**config.mk**
```make
export PLATFORM = sky130hd
export DESIGN_NAME = bitseq_buf
export DESIGN_NICKNAME = d
export VERILOG_FILES = /design/src/rtl/bsb_pkg.sv /design/src/rtl/bsb_index.sv /design/src/rtl/bsb_decode.sv /design/src/rtl/bitseq_buf.sv
export SDC_FILE = /design/constraint.sdc
export NUM_CORES = 1
export LEC_CHECK = 0
export BUFFER_PORTS_ARGS = -buffer_cell sky130_fd_sc_hd__buf_2
export CORE_MARGIN = 4
export CORE_UTILIZATION = 44
export DETAILED_ROUTE_END_ITERATION = 10
export PLACE_DENSITY = 0.65
export RECOVER_POWER = 100
export SYNTH_ARGS = -nofsm -noshare
export SYNTH_HDL_FRONTEND = slang
export SYNTH_HIERARCHICAL = 1
export SYNTH_SLANG_ARGS = --single-unit
```
**constraint.sdc**
```tcl
create_clock -name clk -period 4.6 [get_ports clk]
set_input_delay 0.23 -clock clk [delete_from_list [all_inputs] [get_ports clk]]
set_output_delay 0.23 -clock clk [all_outputs]
set_load 0.005 [all_outputs]
```
**src/rtl/bsb_pkg.sv**
```systemverilog
package bsb_pkg;

    typedef enum logic [1:0] {
        ACC_BIT  = 2'b00,
        ACC_NIB  = 2'b01,
        ACC_BYTE = 2'b10,
        ACC_IND  = 2'b11
    } acc_size_e;

endpackage

```
**src/rtl/bsb_index.sv**
```systemverilog
module bsb_index #(
    parameter int IDX_W = 4
) (
    input  logic             clk,
    input  logic             rst,
    input  logic             ld,
    input  logic [IDX_W-1:0] ld_val,
    input  logic             inc,
    input  logic             dec,
    output logic [IDX_W-1:0] idx_q,
    output logic             wrap_q
);

    localparam logic [IDX_W-1:0] IDX_MAX = {IDX_W{1'b1}};
    localparam logic [IDX_W-1:0] IDX_ONE = IDX_W'(1);

    typedef struct packed {
        logic [IDX_W-1:0] idx;
        logic             wrap;
    } idx_st_t;

    idx_st_t st_d, st_q;

    always_comb begin
        st_d      = st_q;
        st_d.wrap = 1'b0;
        if (ld) begin
            st_d.idx = ld_val;
        end else if (inc && !dec) begin
            st_d.idx  = st_q.idx + IDX_ONE;
            st_d.wrap = (st_q.idx == IDX_MAX);
        end else if (dec && !inc) begin
            st_d.idx  = st_q.idx - IDX_ONE;
            st_d.wrap = (st_q.idx == '0);
        end
    end

    always_ff @(posedge clk) begin
        if (rst) st_q <= '0;
        else     st_q <= st_d;
    end

    assign idx_q  = st_q.idx;
    assign wrap_q = st_q.wrap;

    assert_inc_step_R3: assert property (@(posedge clk) disable iff (rst)
        (inc && !dec && !ld) |=> (idx_q == $past(idx_q) + IDX_ONE));

    assert_dec_step_R3: assert property (@(posedge clk) disable iff (rst)
        (dec && !inc && !ld) |=> (idx_q == $past(idx_q) - IDX_ONE));

    assert_both_hold_R3: assert property (@(posedge clk) disable iff (rst)
        (inc && dec && !ld) |=> $stable(idx_q));

    assert_load_R3: assert property (@(posedge clk) disable iff (rst)
        ld |=> (idx_q == $past(ld_val)) && !wrap_q);

    assert_up_wrap_R4: assert property (@(posedge clk) disable iff (rst)
        (inc && !dec && !ld && idx_q == IDX_MAX) |=> (wrap_q && idx_q == '0));

    assert_down_wrap_R4: assert property (@(posedge clk) disable iff (rst)
        (dec && !inc && !ld && idx_q == '0) |=> (wrap_q && idx_q == IDX_MAX));

    assert_idle_nowrap_R4: assert property (@(posedge clk) disable iff (rst)
        (!inc && !dec) |=> !wrap_q);

endmodule

```
**src/rtl/bsb_decode.sv**
```systemverilog
module bsb_decode
    import bsb_pkg::*;
#(
    parameter int                NUM_NIB   = 4,
    parameter int                NIB_W     = 4,
    parameter int                ADDR_W    = 12,
    parameter logic [ADDR_W-1:0] BASE_ADDR = 12'hFC0,
    localparam int               TOT_W     = NUM_NIB * NIB_W,
    localparam int               DATA_W    = 2 * NIB_W,
    localparam int               IDX_W     = $clog2(TOT_W),
    localparam int               NSEL_W    = $clog2(NUM_NIB),
    localparam int               BSEL_W    = $clog2(NIB_W)
) (
    input  logic              acc_en,
    input  logic              acc_we,
    input  acc_size_e         acc_size,
    input  logic [ADDR_W-1:0] acc_addr,
    input  logic [BSEL_W-1:0] acc_bit,
    input  logic [DATA_W-1:0] wdata,
    input  logic [IDX_W-1:0]  idx,
    input  logic [TOT_W-1:0]  store,
    output logic [TOT_W-1:0]  wmask,
    output logic [TOT_W-1:0]  wval,
    output logic [DATA_W-1:0] rdata,
    output logic              misalign
);

    logic [NIB_W-1:0]  nib [NUM_NIB];
    logic              hit;
    logic [NSEL_W-1:0] nsel;
    logic [NSEL_W-1:0] nsel_hi;
    logic              wr;

    for (genvar g = 0; g < NUM_NIB; g++) begin : g_nib_view
        assign nib[g] = store[g*NIB_W +: NIB_W];
    end

    assign hit     = (acc_addr[ADDR_W-1:NSEL_W] == BASE_ADDR[ADDR_W-1:NSEL_W]);
    assign nsel    = acc_addr[NSEL_W-1:0];
    assign nsel_hi = nsel | NSEL_W'(1);
    assign wr      = acc_en && acc_we;

    always_comb begin
        logic [IDX_W-1:0] pos;
        wmask    = '0;
        wval     = '0;
        rdata    = '0;
        misalign = 1'b0;
        pos      = '0;
        if (acc_en) begin
            unique case (acc_size)
                ACC_IND: begin
                    pos       = idx;
                    rdata[0]  = store[pos];
                    wmask[pos] = wr;
                    wval[pos]  = wdata[0];
                end
                ACC_BIT: begin
                    if (hit) begin
                        pos        = {nsel, acc_bit};
                        rdata[0]   = store[pos];
                        wmask[pos] = wr;
                        wval[pos]  = wdata[0];
                    end
                end
                ACC_NIB: begin
                    if (hit) begin
                        rdata[NIB_W-1:0] = nib[nsel];
                        for (int j = 0; j < NIB_W; j++) begin
                            pos        = {nsel, BSEL_W'(j)};
                            wmask[pos] = wr;
                            wval[pos]  = wdata[j];
                        end
                    end
                end
                ACC_BYTE: begin
                    if (hit && nsel[0]) begin
                        misalign = 1'b1;
                    end else if (hit) begin
                        rdata = {nib[nsel_hi], nib[nsel]};
                        for (int j = 0; j < DATA_W; j++) begin
                            pos        = {nsel, {BSEL_W{1'b0}}} + IDX_W'(j);
                            wmask[pos] = wr;
                            wval[pos]  = wdata[j];
                        end
                    end
                end
                default: ;
            endcase
        end
    end

    always_comb begin
        assert_mask_onehot_bit_R5: assert ((acc_size != ACC_BIT && acc_size != ACC_IND)
                                           || $countones(wmask) <= 1);
        assert_misalign_nomask_R8: assert (!misalign || wmask == '0);
    end

endmodule

```
**src/rtl/bitseq_buf.sv**
```systemverilog
module bitseq_buf
    import bsb_pkg::*;
#(
    parameter int                NUM_NIB   = 4,
    parameter int                NIB_W     = 4,
    parameter int                ADDR_W    = 12,
    parameter logic [ADDR_W-1:0] BASE_ADDR = 12'hFC0,
    localparam int               TOT_W     = NUM_NIB * NIB_W,
    localparam int               DATA_W    = 2 * NIB_W,
    localparam int               IDX_W     = $clog2(TOT_W),
    localparam int               BSEL_W    = $clog2(NIB_W)
) (
    input  logic              clk,
    input  logic              rst,
    input  logic              acc_en,
    input  logic              acc_we,
    input  logic [1:0]        acc_size,
    input  logic [ADDR_W-1:0] acc_addr,
    input  logic [BSEL_W-1:0] acc_bit,
    input  logic [DATA_W-1:0] wdata,
    output logic [DATA_W-1:0] rdata,
    input  logic              idx_ld,
    input  logic [IDX_W-1:0]  idx_ld_val,
    input  logic              idx_inc,
    input  logic              idx_dec,
    output logic [IDX_W-1:0]  idx_q,
    output logic              wrap,
    output logic              err
);

    typedef struct packed {
        logic [TOT_W-1:0] bits;
        logic             err;
    } buf_st_t;

    buf_st_t          st_d, st_q;
    logic [TOT_W-1:0] wmask;
    logic [TOT_W-1:0] wval;
    logic             misalign;

    bsb_index #(.IDX_W(IDX_W)) u_index (
        .clk    (clk),
        .rst    (rst),
        .ld     (idx_ld),
        .ld_val (idx_ld_val),
        .inc    (idx_inc),
        .dec    (idx_dec),
        .idx_q  (idx_q),
        .wrap_q (wrap)
    );

    bsb_decode #(
        .NUM_NIB   (NUM_NIB),
        .NIB_W     (NIB_W),
        .ADDR_W    (ADDR_W),
        .BASE_ADDR (BASE_ADDR)
    ) u_decode (
        .acc_en   (acc_en),
        .acc_we   (acc_we),
        .acc_size (acc_size_e'(acc_size)),
        .acc_addr (acc_addr),
        .acc_bit  (acc_bit),
        .wdata    (wdata),
        .idx      (idx_q),
        .store    (st_q.bits),
        .wmask    (wmask),
        .wval     (wval),
        .rdata    (rdata),
        .misalign (misalign)
    );

    always_comb begin
        st_d      = st_q;
        st_d.bits = (st_q.bits & ~wmask) | (wval & wmask);
        st_d.err  = misalign;
    end

    always_ff @(posedge clk) begin
        if (rst) st_q <= '0;
        else     st_q <= st_d;
    end

    assign err = st_q.err;

    assert_no_write_idle_R10: assert property (@(posedge clk) disable iff (rst)
        !(acc_en && acc_we) |=> $stable(st_q.bits));

    assert_misalign_err_R8: assert property (@(posedge clk) disable iff (rst)
        misalign |=> (err && $stable(st_q.bits)));

    assert_err_only_after_misalign_R8: assert property (@(posedge clk) disable iff (rst)
        !misalign |=> !err);

    assert_ind_single_bit_R2: assert property (@(posedge clk) disable iff (rst)
        (acc_en && acc_we && acc_size == 2'b11)
            |=> ($countones(st_q.bits ^ $past(st_q.bits)) <= 1));

    assert_rdata_idle_R10: assert property (@(posedge clk) disable iff (rst)
        !acc_en |-> (rdata == '0));

endmodule

```
# Word-level counts from Yosys, hierarchy flattened
# Cells that the tools add are included.
[word_totals]
ramBits = 0
wordCells = 164
inputBits = 35
ff_bits = 22
latchBits = 0
out_inout_bits = 14
romBits = 0
mem_count = 0
[classes]
addsub = 9
n_reduce_logical = 24
multipliers = 0
n_shift = 0
div_mod_pow = 0
eq_ne = 5
magnitude_cmp = 28
bitwise_logic = 14
mux = 80
[op_table]
columns = ["operator", "n"]
rows = [
  ["$bwmux W16", 20],
  ["$mux W16", 10],
  ["$pmux W16 S4", 2],
  ["$and A16 B16 Y16", 6],
  ["$lt A4 B5 Y1 const B", 13],
  ["$ge A4 B1 Y1 const B", 13],
  ["$demux W1 S4", 9],
  ["$and A16 B13 Y16", 2],
  ["$mux W4", 7],
  ["$mux W8", 3],
  ["$logic_and A1 B1 Y1", 17],
  ["$mux W1", 17],
  ["$add A4 B3 Y4 const B", 4],
  ["$bmux W4 S2", 2],
  ["$not A16 Y16", 1],
  ["$or A16 B16 Y16", 1],
  ["$eq A10 B10 Y1 const B", 1],
  ["$mux W5", 2],
  ["$add A4 B1 Y4 const B", 2],
  ["$add A4 B2 Y4 const B", 2],
  ["$bmux W1 S4", 2],
  ["$demux W1 S2", 4],
  ["$ge A3 B3 Y1 const B", 2],
  ["$not A2 Y3", 2],
  ["13 further kinds", 16],
]

# Logic depth before layout (Yosys ltp)
[depth]
depth_word = 19
mapped_depth = 9
ltp_nobuf = 8

# Hierarchy
# The synthesis kept the hierarchy.
[modules_own_cells]
columns = ["mod", "instances", "seq_area_each_um2", "area_per_inst_um2", "cells_each"]
rows = [
  ["bsb_decode", 1, 0.0, 1661.6, 246],
  ["bitseq_buf", 1, 340.3, 593.1, 52],
  ["bsb_index", 1, 100.1, 441.7, 46],
]

# Least setup slack after synthesis
# OpenSTA, ideal clock, no wires.
[synth_path]
path_type = "register -> output"
startpoint = "register u_index.st_q (netlist bit u_index/idx_q[1])"
endpoint = "output port rdata[0]"
required_time_ps = 4370
setup_slack_ps = 2660
t_arrival_ps = 1710
stages_incl_launch_ff = 6
n_path_buf = 1
cell_sequence = "dfxtp_1 > buf_6 > mux2i_1 > mux4_2 > a2111oi_2 > a211o_1"
[synth_between]
elab_chain_cells = 4
[synth_rtl]
columns = ["item", "line_no", "text"]
rows = [
  ["start: declaration", "bsb_index.sv:22", "idx_st_t st_d, st_q;"],
  ["start signal: assignment", "bsb_index.sv:40", "else st_q <= st_d;"],
  ["$bmux W1 S4", "bsb_decode.sv:54", "rdata[0] = store[pos];"],
  ["$mux W1 (implied by the code)", "bsb_decode.sv:54", ""],
  ["$pmux W1 S4", "bsb_decode.sv:51", "unique case (acc_size)"],
  ["$mux W8", "bsb_decode.sv:50", "if (acc_en) begin"],
  ["end: declaration", "bitseq_buf.sv:21", "output logic [DATA_W-1:0] rdata,"],
]
# No other way between the ends. The select of a mux whose other input is x is not followed.

# Worst setup path after layout
[layout_path]
startpoint = "input port acc_addr[5]"
endpoint = "output port rdata[6]"
[layout_between]
elab_chain_cells = 5
[layout_rtl]
columns = ["item", "line_no", "text"]
rows = [
  ["start: declaration", "bitseq_buf.sv:18", "input logic [ADDR_W-1:0] acc_addr,"],
  ["$eq A10 B10 Y1 *", "bsb_decode.sv:38", "assign hit = (acc_addr[ADDR_W-1:NSEL_W] == BASE_ADDR[ADDR_W-1:NSEL_W]);"],
  ["$mux W8 or $logic_and A1 B1 Y1 (tied branches)", "bsb_decode.sv:79, bsb_decode.sv:77", ""],
  ["$mux W8 *", "bsb_decode.sv:77", "if (hit && nsel[0]) begin"],
  ["$mux W4 *", "bsb_decode.sv:51", ""],
  ["$mux W8 *", "bsb_decode.sv:50", ""],
]
# Every way passes the cells marked *; elsewhere a longest branch is shown, timed or not.

==> results.ini <==
[synthesis]
syn-num-nets=386
synthArstFlopShare_pct=0
yosys-top-cells-count=nor2_1, a21oi_1, mux2i_1, dfxtp_1
ys_ff_latch=22
synth_adder_area_share_pct=3.25
yosys_warnings=6
postSynthCellCount=344
synth_flop_cell=dfxtp_1
synth_area_leaders=dfxtp_1, mux2i_1, a21oi_1, nor2_1, mux4_2
netlist.area_leader.share_pct=16.3
synth_compound_area_share_pct=25.2
ys_types=61
synth-edff-count=0
synthMuxAreaShare_pct=17.3
yosys.area_share.simple_pct=29.0
synth_area_mm2=0.00270
synth_top_family_by_area=simple AND/OR/NAND/NOR gates
yosysSeqAreaShare_pct=16.3
synth_area_per_cell_um2=7.84
yosys.area.top_type=dfxtp_1
synth-xor-area-share_pct=1.21
yosysMostFrequentCell=nor2_1

[cts]
cts_hold_buffers=0
cts_resized=0
root_buffer=clkbuf_8
cts_max_level=1
clock-sinks=22
clk_latency_ps=280
clock_path_buffers=2
cts_buffers=3
cts_tree=yes
path_clk_slew_ps=90
post_cts_buffers=0

[placed_design]
dp_hpwl_mm=6.37
portBuffers=48
dpl-instance-area_mm2=0.00286
gp_congestion=1.02
preCtsSetupSlack_ps=2170

[cells_and_area]
fillers=610
fin_util_pct=48.4
final_cell_area_mm2=0.00286
drive_gt1_share_pct=17.5
finalNetCount=414
area.growth.synth_to_final_pct=6.22
n_antenna_cell=0

[floorplanning]
start_util_pct=45.5
io_pins=49
dieArea_mm2=0.00744
dieHeight_um=86.3
dieWidth_um=86.3
num_rows=28
fp.coreArea_mm2=0.00592

[route]
via_per_inst=6.31
drtPass1Iterations=5
via_count=2813
route.detailed.drc=0
wire_per_inst_um=19.1
ant_nets=0
drtIter0Drc=314
wl_mm=8.52

[power_and_ir_drop]
power_leakage_uw=0.00110
p_per_area_mw_per_mm2=183
p_switching_uw=187
seq_power_share_pct=40.4
p_int_uw=336
ir_worst_vdd_uv=121
clockPowerShare_pct=28.6
p_sw_share_pct=35.7
comb_power_share_pct=31.0
p_total_uw=523

[hold_path]
hold_depth=3
worstHoldStart=idx_ld_val[2]
worstHoldEndpoint=u_index/idx_q[2]
hp-class=in2reg

[critical_path]
critPathMaxFanout=10
crit_type=in2out
ff2ff_setup_slack_ps=2420
ff2ff_path_depth=6
start_kind=input port
r2r_start=u_index/idx_q[2]
cp.required_ps=4370
crit_path_end_kind=output port
arrival_ps=2670

[sta]
grt_setup_unrepaired=false
setup_viol=0
finClkSkew_ps=13.7
fin_crit_sh_pct=63.1
relSlewSlack_pct=6.61
worst_slack_ps=1700
slew_viol_final=0
tns_ps=0
worst_pin_slew_ps=1390
hold_viol=0
max_clock_freq_ghz=0.344
fin_crit_ps=2900

[flow_run]
drv_cap=0

[global_route]
grt_pass1_vias=2555
grt_use_total_pct=22.8
grt_pass1_wl_mm=13.5
gr-total-overflow=0
antenna_found_initial=0
grt_max_degree=35

[outcome]
status=completed

[logic make-up after synthesis]
family / count (synthesis)
adder cells (fa/ha/maj): 7
multiplexers: 38
flip-flops: 22
buffers and inverters: 34
AND/OR/NAND/NOR: 142
AO/OA/AOI/OAI: 99
XOR/XNOR: 2
[routing by layer]
| layer | part of all wire [%] | vias to the layer above | GRT usage (%) |
|---|---|---|---|
| met5 | 0 | - | 0 |
| met4 | 1.9 | 0 | 7.22 |
| met3 | 8.5 | 15 | 2.76 |
| met2 | 43 | 155 | 33.8 |
| met1 | 47 | 1293 | 34.1 |
| li1 | - | 1350 | - |
[power groups by stage]
stage          Clock [uW]  Combinational (uW)  Sequential [uW]
3_5_place_dp            0                 161              216
3_3_place_gp            0                 161              215
4_1_cts               153                 162              211
2_1_floorplan           0                 127              207
5_1_grt               160                 176              213
6_report              150                 162              211
[cells in the final DEF, fill, tap and decap left out, types with 2 or more instances in the layout]
cell type	instances
a22o_1	3
nand4_1	3
a211oi_1	12
dfxtp_1	22
nor2b_1	12
and3_1	2
o21ai_0	2
ha_1	7
a21boi_0	2
clkbuf_1	10
nand3b_1	4
inv_1	8
and3b_1	3
o32ai_1	7
mux4_2	5
a22oi_1	4
o22a_1	7
o2111a_1	2
a21oi_1	40
a31oi_1	12
nand2_1	19
mux2i_1	26
nor2_1	52
mux2_2	6
nor4_1	4
nand3_1	19
and4_1	2
clkbuf_8	4
nor3_1	3
nor3b_1	2
buf_2	37
[area by class of cell]
class,count,area (um^2),share of cell area [%]
well taps,75,93.8,3.28
repair buffers,49,235,8.21
flip-flops and latches,22,440,15.4
clock buffers,4,55.1,1.92
multi-input cells,288,2010,70.2
inverters,8,30.0,1.05
[critical path: stages]
cell      delay [ps]
buf_2            100
or4bb_1          540
nor4_1          1070
nand3_1          400
nor2_1           190
clkbuf_2         130
[through the flow]
stage	instances	hold slack, ps
2_1_floorplan	344	299
3_3_place_gp	442	472
3_5_place_dp	442	474
4_1_cts	446	177
5_1_grt	446	183
6_report	446	171
[how the worst max path moves through the flow]
stage	endpoint	start	depth (start not counted)	slack, ps
after floorplan	rdata[0]	u_index/idx_q[1]	5	2660
after global placement	rdata[0]	acc_size[0]	8	2170
after detailed placement	rdata[0]	acc_size[0]	8	2170
after CTS	rdata[0]	u_index/idx_q[1]	5	1960
after global routing	rdata[6]	acc_addr[5]	6	1460
final	rdata[6]	acc_addr[5]	6	1700
(Power assumes the default switching activity.)
